## src/rtl/fifo_pwm_pkg.sv

```systemverilog
`timescale 1ns/1ps
package fifo_pwm_pkg;
  localparam logic [4:0] ADDR_CTRL = 5'h00;
  localparam logic [4:0] ADDR_STAT = 5'h04;
  localparam logic [4:0] ADDR_SAMP = 5'h0C;
  localparam logic [4:0] ADDR_PER  = 5'h10;

  localparam int CTRL_EN    = 0;
  localparam int CTRL_SWR   = 3;
  localparam int STAT_EMPTY = 3;
  localparam int STAT_WERR  = 4;
  localparam int PRE_W      = 12;

  typedef struct packed {
    logic [2:0]       lp;   // low-power mode bits, storage only
    logic [1:0]       src;  // clock source code, storage only
    logic [PRE_W-1:0] pre;
    logic             en;
  } ctrl_t;
endpackage

```

## src/rtl/fifo_pwm_fifo.sv

```systemverilog
`timescale 1ns/1ps
module fifo_pwm_fifo #(
  parameter int DW    = 16,
  parameter int DEPTH = 4,
  localparam int LW   = $clog2(DEPTH + 1),
  localparam int PW   = (DEPTH > 1) ? $clog2(DEPTH) : 1
) (
  input  logic          clk_i,
  input  logic          rst_ni,
  input  logic          flush_i,
  input  logic          push_i,
  input  logic [DW-1:0] din_i,
  input  logic          pop_i,
  output logic [DW-1:0] head_o,
  output logic [LW-1:0] level_o,
  output logic          full_o,
  output logic          empty_o
);
  logic [DW-1:0] mem_q [DEPTH];
  logic [PW-1:0] wptr_q, rptr_q;
  logic [LW-1:0] level_q;
  logic          do_push, do_pop;

  function automatic logic [PW-1:0] ptr_nxt(input logic [PW-1:0] p);
    return (p == PW'(DEPTH - 1)) ? '0 : p + PW'(1);
  endfunction

  assign full_o  = (level_q == LW'(DEPTH));
  assign empty_o = (level_q == '0);
  assign do_push = push_i && !full_o;
  assign do_pop  = pop_i && !empty_o;
  assign head_o  = mem_q[rptr_q];
  assign level_o = level_q;

  always_ff @(posedge clk_i or negedge rst_ni) begin
    if (!rst_ni) begin
      wptr_q  <= '0;
      rptr_q  <= '0;
      level_q <= '0;
    end else if (flush_i) begin
      wptr_q  <= '0;
      rptr_q  <= '0;
      level_q <= '0;
    end else begin
      if (do_push) wptr_q <= ptr_nxt(wptr_q);
      if (do_pop)  rptr_q <= ptr_nxt(rptr_q);
      case ({do_push, do_pop})
        2'b10:   level_q <= level_q + LW'(1);
        2'b01:   level_q <= level_q - LW'(1);
        default: level_q <= level_q;
      endcase
    end
  end

  always_ff @(posedge clk_i) begin
    if (do_push && !flush_i) mem_q[wptr_q] <= din_i;
  end
endmodule

```

## src/rtl/fifo_pwm_core.sv

```systemverilog
`timescale 1ns/1ps
module fifo_pwm_core #(
  parameter int DW    = 16,
  parameter int PRE_W = 12
) (
  input  logic             clk_i,
  input  logic             rst_ni,
  input  logic             run_i,
  input  logic [PRE_W-1:0] pre_i,
  input  logic [DW-1:0]    per_i,
  input  logic             avail_i,
  input  logic [DW-1:0]    head_i,
  output logic             pop_o,
  output logic [DW-1:0]    duty_o,
  output logic             pwm_o
);
  logic             active_q;
  logic [PRE_W-1:0] pc_q;
  logic [DW-1:0]    cnt_q, duty_q;
  logic             tick, wrap, load;

  // active_q marks that the first sample of a run has been taken
  assign tick   = active_q && (pc_q >= pre_i);
  assign wrap   = tick && (cnt_q >= per_i);
  assign load   = run_i && (!active_q || wrap);
  assign pop_o  = load && avail_i;
  assign pwm_o  = active_q && (cnt_q < duty_q);
  assign duty_o = duty_q;

  always_ff @(posedge clk_i or negedge rst_ni) begin
    if (!rst_ni) begin
      active_q <= 1'b0;
      pc_q     <= '0;
      cnt_q    <= '0;
      duty_q   <= '0;
    end else if (!run_i) begin
      active_q <= 1'b0;
      pc_q     <= '0;
      cnt_q    <= '0;
    end else if (!active_q) begin
      active_q <= 1'b1;
      pc_q     <= '0;
      cnt_q    <= '0;
      if (avail_i) duty_q <= head_i;
    end else begin
      pc_q <= tick ? '0 : pc_q + PRE_W'(1);
      if (tick) cnt_q <= wrap ? '0 : cnt_q + DW'(1);
      if (wrap && avail_i) duty_q <= head_i;
    end
  end
endmodule

```

## src/rtl/fifo_pwm.sv

```systemverilog
`timescale 1ns/1ps
module fifo_pwm
  import fifo_pwm_pkg::*;
#(
  parameter int DW         = 16,
  parameter int DEPTH      = 4,
  parameter int SWR_CYCLES = 4,
  localparam int LW        = $clog2(DEPTH + 1),
  localparam int CW        = $clog2(SWR_CYCLES + 1)
) (
  input  logic        clk_i,
  input  logic        rst_ni,
  input  logic        wr_i,
  input  logic        rd_i,
  input  logic [4:0]  addr_i,
  input  logic [31:0] wdata_i,
  output logic [31:0] rdata_o,
  output logic        pwm_o
);
  ctrl_t         ctrl_q;
  logic          wr_err_q;
  logic [CW-1:0] swr_cnt_q;
  logic [DW-1:0] per_q;
  logic          swr_busy, wr_ok, run;
  logic          fifo_push, fifo_pop, fifo_full, fifo_empty;
  logic [DW-1:0] fifo_head, duty;
  logic [LW-1:0] fifo_level;
  logic [31:0]   rd_ctrl, rd_stat, rd_mux;
  logic          unused_wdata;

  assign unused_wdata = ^{wdata_i[31:25], wdata_i[21:18]};

  assign swr_busy  = (swr_cnt_q != '0);
  assign wr_ok     = wr_i && !swr_busy;
  assign fifo_push = wr_ok && (addr_i == ADDR_SAMP) && !fifo_full;
  assign run       = ctrl_q.en && !wr_err_q && !swr_busy;

  always_ff @(posedge clk_i or negedge rst_ni) begin
    if (!rst_ni) begin
      ctrl_q    <= '0;
      wr_err_q  <= 1'b0;
      swr_cnt_q <= '0;
      per_q     <= '0;
    end else if (swr_busy) begin
      swr_cnt_q <= swr_cnt_q - CW'(1);
      wr_err_q  <= 1'b0;
    end else if (wr_ok) begin
      unique case (addr_i)
        ADDR_CTRL: begin
          if (wdata_i[CTRL_SWR]) begin
            ctrl_q    <= '0;
            swr_cnt_q <= CW'(SWR_CYCLES);
          end else begin
            ctrl_q.en  <= wdata_i[CTRL_EN];
            ctrl_q.pre <= wdata_i[15:4];
            ctrl_q.src <= wdata_i[17:16];
            ctrl_q.lp  <= wdata_i[24:22];
          end
        end
        ADDR_STAT: if (wdata_i[STAT_WERR]) wr_err_q <= 1'b0;
        ADDR_SAMP: if (fifo_full) wr_err_q <= 1'b1;
        ADDR_PER:  per_q <= wdata_i[DW-1:0];
        default: ;
      endcase
    end
  end

  fifo_pwm_fifo #(.DW(DW), .DEPTH(DEPTH)) u_fifo (
    .clk_i   (clk_i),
    .rst_ni  (rst_ni),
    .flush_i (swr_busy),
    .push_i  (fifo_push),
    .din_i   (wdata_i[DW-1:0]),
    .pop_i   (fifo_pop),
    .head_o  (fifo_head),
    .level_o (fifo_level),
    .full_o  (fifo_full),
    .empty_o (fifo_empty)
  );

  fifo_pwm_core #(.DW(DW), .PRE_W(PRE_W)) u_core (
    .clk_i   (clk_i),
    .rst_ni  (rst_ni),
    .run_i   (run),
    .pre_i   (ctrl_q.pre),
    .per_i   (per_q),
    .avail_i (!fifo_empty),
    .head_i  (fifo_head),
    .pop_o   (fifo_pop),
    .duty_o  (duty),
    .pwm_o   (pwm_o)
  );

  always_comb begin
    rd_ctrl              = '0;
    rd_ctrl[CTRL_EN]     = ctrl_q.en;
    rd_ctrl[CTRL_SWR]    = swr_busy;
    rd_ctrl[15:4]        = ctrl_q.pre;
    rd_ctrl[17:16]       = ctrl_q.src;
    rd_ctrl[24:22]       = ctrl_q.lp;
    rd_stat              = '0;
    rd_stat[LW-1:0]      = fifo_level;
    rd_stat[STAT_EMPTY]  = fifo_empty;
    rd_stat[STAT_WERR]   = wr_err_q;
    rd_mux               = '0;
    unique case (addr_i)
      ADDR_CTRL: rd_mux = rd_ctrl;
      ADDR_STAT: rd_mux = rd_stat;
      ADDR_SAMP: rd_mux[DW-1:0] = duty;
      ADDR_PER:  rd_mux[DW-1:0] = per_q;
      default:   rd_mux = '0;
    endcase
  end

  assign rdata_o = rd_i ? rd_mux : '0;
endmodule

```

## config.mk

```make
export PLATFORM = sky130hd
export DESIGN_NAME = fifo_pwm
export DESIGN_NICKNAME = d
export VERILOG_FILES = /design/src/rtl/fifo_pwm_pkg.sv /design/src/rtl/fifo_pwm_fifo.sv /design/src/rtl/fifo_pwm_core.sv /design/src/rtl/fifo_pwm.sv
export SDC_FILE = /design/constraint.sdc
export NUM_CORES = 1
export LEC_CHECK = 0
export BUFFER_PORTS_ARGS = -buffer_cell sky130_fd_sc_hd__buf_2
export CAP_MARGIN = 20
export CORE_AREA = 2 2 125 127
export CTS_BUF_LIST = sky130_fd_sc_hd__clkbuf_8 sky130_fd_sc_hd__clkbuf_16
export DETAILED_ROUTE_END_ITERATION = 10
export DIE_AREA = 0 0 127 129
export PLACE_DENSITY = 0.79
export SYNTH_ARGS = -nofsm -noshare
export SYNTH_HDL_FRONTEND = slang
export SYNTH_SLANG_ARGS = --single-unit
export TNS_END_PERCENT = 5
```

## constraint.sdc

```tcl
create_clock -name clk_i -period 4.6 [get_ports clk_i]
set_input_delay 1.38 -clock clk_i [delete_from_list [all_inputs] [get_ports clk_i]]
set_output_delay 1.38 -clock clk_i [all_outputs]
set_load 0.02 [all_outputs]
```

==> results.md, run 1 <==
- The run finished with clean final reports.
- The worst path uses between 90% and 100% of the clock period.
- The share of synthesized area occupied by flip-flops and latches is between 50% and 60%.
- The area growth from synthesis to final layout is 13.6%.
- The maximum fanout along the worst path is 18.
- Adding up every negative setup slack in the final design gives 0 ps.
- In this run the power density over the cells is 363 mW/mm^2.
- The netlist area before placement is between 0.007 and 0.008 sq mm.
- The synthesized netlist devotes 9.38% of its cell area to compound gates.
- The clock input transition at the sequential cells of the worst setup and hold paths is 60 ps.
- The total vias in the final route is 5,564.
- The detailed router's first-iteration violation count is between 400 and 500.
- At the end of the flow, the number of nets in the layout was 860.
- The time the final worst path needs with I/O delays and setup is about 4200 ps.
- STA puts the critical path data arrival time at 2770 ps.
- Cells with a size suffix above 1 make up around 18% of the layout.
- The peak supply drop is between 0.0003 and 0.0004 V.
- The kind of end point of the critical path is an output port.
- The signal on the critical path passes through buf_2 > nor4_4 > buf_4 > nor2b_1 > buf_4 > and3_1 > buf_2.
- Synthesis produced a netlist whose cell count is 712.
- The count of unique library cells instantiated by Yosys is 54.
- The completed layout was analyzed and its total power is ~3.3 mW.
- The slew at the pin with the worst max-slew slack is 787 ps.
- The initial standard-cell utilization of the core is 52.8%.
- The number of hold-slack violations in the final timing report is 0.
- The post-synthesis adder-cell area fraction is approximately 8.3%.
- The number of buffers inserted by post-CTS setup repair is 0.
- Entering global routing, the biggest net connects 44 pins.
- The quantity of I/O buffers inserted on ports is between 50 and 60.
- After detailed routing, the number of vias per cell comes to around 5.7.
- The number of placement rows is 45.
- After synthesis, the largest family of logic cells by area is simple AND/OR/NAND/NOR gates.
- In this run, CTS created clock tree buffers numbering 17.
- On the critical path, the stage with the largest delay is an instance of sky130_fd_sc_hd__buf_4.
- Counting cells, the worst reg-to-reg path comes to 12.
- The first detailed-routing pass ran for 5 iterations.
- The final number of max-transition violations is 0.
- For flop-to-flop paths, the worst setup slack is about 1200 ps.
- Measured against its own limit, the worst slew margin works out to a little under half.
- The synthesis-stage register bit count is between 150 and 200.
- The end point of the worst hold path is ctrl_q[17]$_DFFE_PN0P_.
- The critical path's largest stage delay is just under 300 ps.
- After synthesis, the share of flip-flops with an asynchronous set or reset is between 50% and 60%.
- Counting flops with a built-in enable in the synthesized netlist gives 64.
- The worst setup path is of the primary input to output port kind.
- Setup violations remaining at the end of the flow were counted as 0.
- The maximum frequency from static timing analysis is approximately 240 MHz.
- The sum of buffers and inverters on the critical path is 4.
- The pre-CTS worst setup slack is ~460 ps.
- The wire length of the first global-routing pass is 28,700 microns.
- Setup repair after global routing left no endpoint under its margin.
- Global routing used 23.1% of the available tracks.
- STA classifies the critical path startpoint as a primary input.
- The wire length reported by the detailed router is around 18,000 microns.
- Once detailed placement completed, the half-perimeter wirelength came to ~12,000 microns.
- The number of buffers between clock root and the deepest sink is 2.
- In this run the critical register-to-register path is launched from u_core.cnt_q[0]$_DFFE_PN0P_.
- The path category of the worst min-delay check is flip-flop to flip-flop.
- The post-route worst setup slack is 445 ps.
- The number of ports placed on the die boundary is 74.
- The primary flip-flop cell chosen by synthesis mapping is sky130_fd_sc_hd__dfrtp_1.
- The static power due to leakage is 3.79 nW.
- The initial antenna violation count is 1.
- The average wire per cell in the routed design is approximately 18 microns.
- Of the total synthesized cell area, the portion taken by AND, OR, NAND and NOR gates is 13.7%.
- For this run, the number of Yosys warnings is 0.
- The via count of the first global-routing pass is between 5,000 and 6,000.
- For this run the aggregate overflow at the end of global routing stands at 0.
- From bottom edge to top edge, the die measures approximately 130 microns.
- Once detail routing completed, the nets flagged for antenna violations numbered 0.
- The setup skew after layout is between 9 and 10 ps.
- The required time at the endpoint of the critical path is about 3200 ps.
- For this design, the sink count on the clock tree is around 150.
- The gate family responsible for the most delay along the worst path is buffers and inverters.
- The average cell area after synthesis is 11.1 sq um.
- The endpoint identified for the worst register-to-register timing path is u_fifo.level_o[1]$_DFFE_PN0P_.
- In this run, post-CTS repair resized a total of 0 instances.
- The tree is rooted in a sky130_fd_sc_hd__clkbuf_16.
- The filler-free cell count of the finished design is a little under 1,000.
- The worst hold path was traced through 2 stages.
- TritonCTS built the clock tree.
- The placeable core region is roughly 0.015 sq mm.
- The H-tree depth is 4.
- The area of the die is about 0.016 sq mm.
- The post-cts hold buffer count is 0.
- The placed cell count is 935.
- The width of the chip is 127 microns.
- Measured against the total synthesized area, the mux share comes to between 8 and 9%.
- The placer congestion estimate is 0.849.
- The launch instance of the worst min-delay path is ctrl_q[17]$_DFFE_PN0P_.
- After Yosys synthesis, XOR and XNOR cells account for 2.44% of the synthesized area.
- The count of maximum capacitance violations is 0.
- For the worst-skew pair, the clock arrives at the later sink with an insertion delay of 430 ps.
- The total DRC errors in the routed layout is 0.
layer usage:
| layer | part of all wire (%) | global-route usage (%) |
|---|---|---|
| met5 | 0 | 0 |
| met2 | 48 | 36.8 |
| met1 | 44 | 32.2 |
| met4 | 1.8 | 8.53 |
| met3 | 5.8 | 4.03 |
sequential cells by signal, indices dropped and copies added, names as in the netlist, 3 cells and up:
register,count
u_fifo.mem_q,64
ctrl_q,18
per_q,16
u_core.cnt_q,16
u_core.duty_o,16
u_core.pc_q,12
swr_cnt_q,3
u_fifo.level_o,3
cell usage in the layout, fill, tap and decap left out, types with 11 or more instances in the layout:
cell                         n
sky130_fd_sc_hd__ha_1       51
sky130_fd_sc_hd__xor2_1     15
sky130_fd_sc_hd__buf_4      16
sky130_fd_sc_hd__a22oi_1    14
sky130_fd_sc_hd__nand2b_1   25
sky130_fd_sc_hd__a21oi_1    14
sky130_fd_sc_hd__inv_1      55
sky130_fd_sc_hd__dfrtp_1    90
sky130_fd_sc_hd__mux2_2     23
sky130_fd_sc_hd__clkbuf_16  18
sky130_fd_sc_hd__nand3_1    19
sky130_fd_sc_hd__edfxtp_1   64
sky130_fd_sc_hd__buf_2      50
sky130_fd_sc_hd__nor2_1     53
sky130_fd_sc_hd__o21ai_0    51
sky130_fd_sc_hd__and3_1     11
sky130_fd_sc_hd__mux4_2     16
sky130_fd_sc_hd__nand2_1    82
sky130_fd_sc_hd__conb_1     11
where the power goes:
| part | switching [mW] | leakage, nW | total [mW] | internal, mW |
|---|---|---|---|---|
| Sequential | 0.0433 | 1.82 | 1.54 | 1.49 |
| Clock | 0.549 | 0.296 | 1.39 | 0.840 |
| Combinational | 0.204 | 1.68 | 0.335 | 0.131 |
| Total | 0.797 | 3.79 | 3.26 | 2.46 |
cell usage after synthesis, drive strengths merged (9+ instances only):
library cell / number / area [sq um]
dfrtp: 90 / 2250
nand2: 82 / 308
edfxtp: 64 / 1920
o21ai: 60 / 300
nor2: 54 / 203
ha: 51 / 638
inv: 51 / 191
mux2: 25 / 282
nand2b: 25 / 156
clkbuf: 24 / 90.1
nand3: 19 / 95.1
buf: 17 / 110
mux4: 16 / 360
xor2: 15 / 131
a21oi: 14 / 70.1
a22oi: 14 / 105
and3: 11 / 68.8
nand4: 9 / 56.3
metrics by stage:
| stage | util [%] | hold WS, ps | cell area [sq um] |
|---|---|---|---|
| 6_report | 60.0 | 473 | 8980 |
| 5_1_grt | 60.0 | 502 | 8980 |
| 3_3_place_gp | 55.8 | 461 | 8360 |
| 3_5_place_dp | 55.8 | 465 | 8360 |
| 2_1_floorplan | - | 442 | 7950 |
| 4_1_cts | 59.8 | 476 | 8950 |
worst max path at each step:
| stage | from | to | slack (ps) | cells after the start |
|---|---|---|---|---|
| final | addr_i[3] | rdata_o[24] | 450 | 7 |
| after global routing | addr_i[3] | rdata_o[16] | 350 | 7 |
| after CTS | addr_i[3] | rdata_o[16] | 450 | 7 |
| after detailed placement | addr_i[3] | rdata_o[16] | 460 | 7 |
| after global placement | addr_i[1] | rdata_o[5] | 500 | 7 |
| after floorplan | addr_i[3] | rdata_o[10] | 420 | 5 |
final cells by class:
class	instances	area, sq um
fill	1166	5990
sequential	154	4170
multi-input combinational	476	3390
clock buffer	19	464
timing repair buffer	67	398
tap	188	235
inverter	51	191
clock inverter	13	129
antenna	1	2.50
logic make-up (layout without fill, tap and decap cells):
kind of cell | Yosys count | in the layout
AND/OR/NAND/NOR | 226 | 226
flip-flops | 154 | 154
AO/OA/AOI/OAI | 122 | 122
buffers and inverters | 92 | 150
adder cells (fa/ha/maj) | 52 | 52
multiplexers | 43 | 43
XOR/XNOR | 22 | 22
other | 1 | 12
worst reg2reg max path, stage by stage (launching register included):
cell and delay [ps]:
sky130_fd_sc_hd__dfrtp_1 380, sky130_fd_sc_hd__inv_1 80, sky130_fd_sc_hd__ha_1 260, sky130_fd_sc_hd__nand2b_1 130, sky130_fd_sc_hd__a2111oi_0 460, sky130_fd_sc_hd__o31ai_1 180, sky130_fd_sc_hd__a211o_1 300, sky130_fd_sc_hd__a21boi_1 460
sky130_fd_sc_hd__nor3_1 150, sky130_fd_sc_hd__fa_1 520, sky130_fd_sc_hd__nand3_1 60, sky130_fd_sc_hd__mux2_1 310, sky130_fd_sc_hd__nand2_1 60
Power figures use the tool's default switching activity.
==> inputs of run 2 (changes only) <==
- BUFFER_PORTS_ARGS: -buffer_cell sky130_fd_sc_hd__buf_2 -> default
- DONT_BUFFER_PORTS: default -> 1
- MAX_ROUTING_LAYER: default -> met4
- PLACE_DENSITY: 0.79 -> 0.75
- SLEW_MARGIN: default -> 0
==> results.md, run 2 (synthesis results as in run 1) <==
- The run finished with clean final reports.
- The end point of the worst hold path is ctrl_q[14]$_DFFE_PN0P_.
- TritonCTS built the clock tree.
- After clock tree synthesis, the clock-pin slew on the worst setup and hold paths is roughly 60 ps.
- The post-cts hold buffer count is 0.
- For the pin with the worst max-slew slack, the measured transition is 913 ps.
- Relative to the synthesized area, the layout overhead comes to 10.6%.
- During I/O placement, the number of pins put on the boundary was between 70 and 80.
- No sink is reached through more buffers than the 2 on the longest clock path.
- The largest net degree at the start of global routing is 91.
- The initial utilization of the core area, before any placement, comes to between 50 and 60%.
- The largest registers in the layout are u_fifo.mem_q: 64 flops, ctrl_q: 18 flops.
- The worst path needs just over 4000 ps of the cycle, external delays included.
- Before antenna repair, the detailed router went through 5 iterations.
- The maximum frequency from static timing analysis is 241 MHz.
- Dividing total power by cell area gives a power density of about 370 mW/mm^2.
- The post-route worst hold slack is roughly 490 ps.
- The routed layout has ~5,400 vias.
- In this run the most critical hold path is launched from ctrl_q[14]$_DFFE_PN0P_.
- The endpoint of the worst register-to-register path is u_fifo.level_o[1]$_DFFE_PN0P_.
- The placer congestion estimate is 0.969.
- The via count of the first global-routing pass came to roughly 5,600.
- The final antenna diode count is 0.
- The sum of buffers and inverters on the critical path is 1.
- STA classifies the critical path endpoint as an output port.
- The layout cell share with drive strength beyond 1 is between 10% and 20%.
- The H-tree was split into 4 levels.
- The setup skew after layout is 10.2 ps.
- The placeable core region is 0.0150 sq mm.
- The gate family responsible for the most delay along the worst path is simple AND/OR/NAND/NOR gates.
- STA classifies the critical path startpoint as a primary input.
- The wire length of the first global-routing pass is 28,500 microns.
- The path category of the worst min-delay check is flip-flop to flip-flop.
- For this block, the routed nets add up to about 18,000 microns of wire.
- The die is 127 microns wide.
- The critical path's largest stage delay is between 400 and 500 ps.
- In the final routed layout, each cell accounts on average for ~19 microns.
- The final layout net count is between 800 and 900.
- The floorplan has between 40 and 50 rows.
- The critical path is of the primary input to output port type.
- The overall track demand over capacity in global routing is 23.4%.
- In this run, the number of DRC markers left after iteration 0 of detailed routing was roughly 530.
- The maximum fanout along the worst path is 12.
- The number of hold-slack violations in the final timing report is 0.
- The detailed-route vias per instance is slightly below 6.
- The post-detailed-route count of antenna-violating nets is 0.
- The filler cells instantiated in the layout total between 1,000 and 1,500.
- The final global-route overflow total is 0.
- The tree is rooted in a sky130_fd_sc_hd__clkbuf_16.
- The signal on the critical path passes through nor4b_2 > and2_1 > a22oi_1 > nor2_1 > buf_4.
- Leaving out fill and tap cells, the most frequent cell in the layout is sky130_fd_sc_hd__dfrtp_1.
- The post-cts gate resize count is 0.
- The die covers between 0.015 and 0.02 sq mm.
- The design draws between 3 and 4 mW.
- The final critical path takes up between 90 and 100% of the cycle.
- The final-layout setup total negative slack is 0 ps.
- In this run the static leakage power is between 3 and 4 nW.
- VDD sags by at most 0.000242 V.
- The largest register by flop count is u_fifo.mem_q.
- The clock sink count is between 150 and 200.
- The vertical die dimension is ~130 microns.
- Setup repair after global routing left no endpoint under its margin.
- The clock reaches the later pin of the worst-skew pair after roughly 430 ps.
- The final number of max-transition violations is 0.
- The setup slack on the worst flop-to-flop path is approximately 1200 ps.
- The register with the most flip-flops in the layout has between 60 and 70 of them.
- The initial antenna violation count was 0.
- Setup violations remaining at the end of the flow were counted as 0.
- Port buffering added 0 buffers.
- The worst hold path was traced through 2 stages.
- In the routed design, unresolved DRC markers number 0.
- The required time at the endpoint of the critical path is between 3000 and 4000 ps.
- The detailed placement HPWL is around 12,000 microns.
- The count of maximum capacitance violations is 0.
- The top cell types in the final layout, fill and taps aside, are 90 x sky130_fd_sc_hd__dfrtp_1, 82 x sky130_fd_sc_hd__nand2_1, 64 x sky130_fd_sc_hd__edfxtp_1, 53 x sky130_fd_sc_hd__nor2_1.
- In this run, CTS created clock tree buffers numbering 17.
- The arrival time of the worst setup path is about 2800 ps.
- The launching point of the worst reg2reg path is u_core.pc_q[0]$_DFF_PN0_.
- The length in cells of the worst reg-to-reg path is 12.
- The number of buffers inserted by post-CTS setup repair is 0.
- The worst pin sits at a relative slew slack of around two fifths.
- The slowest cell on the critical path is sky130_fd_sc_hd__and2_1.
-- run 2: changes by cell type in the layout (fill, tap and decap cells not counted), sizes merged --
cell / before / now
buf: 67 / 22
bufinv: 2 / 1
clkinv: 2 / 5
clkinvlp: 3 / 1
diode: 1 / 0
-- run 2: worst min-delay path: cells and delay by family (launching register included) --
kind,cells,cell delay [ps]
DFF,1,350
AOI/OAI and AO/OA,1,60
and+or+nand+nor,1,50
-- run 2: where the power goes --
part,total (mW),switching [mW],internal (mW)
registers,1.54,0.0511,1.49
logic,0.291,0.170,0.121
clock network,1.37,0.587,0.787
total,3.21,0.808,2.40
-- run 2: layout make-up --
cell class	count	area [sq um]	share of cell area, %
clock inverters	13	133	1.52
multi-input cells	476	3390	38.8
flip-flops and latches	154	4170	47.7
inverters	51	191	2.19
clock buffers	19	453	5.18
well taps	188	235	2.69
repair buffers	22	173	1.97
-- run 2: routing by layer --
metal | up-vias | part of all wire, % | global-route usage, %
met5 | - | 0 | -
li1 | 2501 | - | -
met1 | 2669 | 42 | 28.9
met4 | 0 | 3.1 | 10.2
met3 | 53 | 6.2 | 4.53
met2 | 205 | 49 | 38.1
-- run 2: how the worst max path moves through the flow --
stage                   to                        start  slack (ps)  depth (start not counted)
2_1_floorplan  rdata_o[10]                    addr_i[3]         420                          5
3_3_place_gp   rdata_o[13]                    addr_i[1]         520                          5
3_5_place_dp    rdata_o[7]                    addr_i[1]         490                          5
4_1_cts              pwm_o  u_core.cnt_q[1]$_DFFE_PN0P_         470                          8
5_1_grt         rdata_o[7]                    addr_i[1]         340                          5
6_report        rdata_o[7]                    addr_i[1]         460                          5
-- run 2: stage by stage --
| stage | cells | instance area (sq um) | worst slack, ps | util, % |
|---|---|---|---|---|
| floorplan | 722 | 7950 | 424 | - |
| global placement | 890 | 8150 | 525 | 54.4 |
| detailed placement | 890 | 8150 | 487 | 54.4 |
| CTS | 922 | 8730 | 469 | 58.3 |
| global route | 923 | 8750 | 339 | 58.4 |
| finish | 923 | 8750 | 457 | 58.4 |
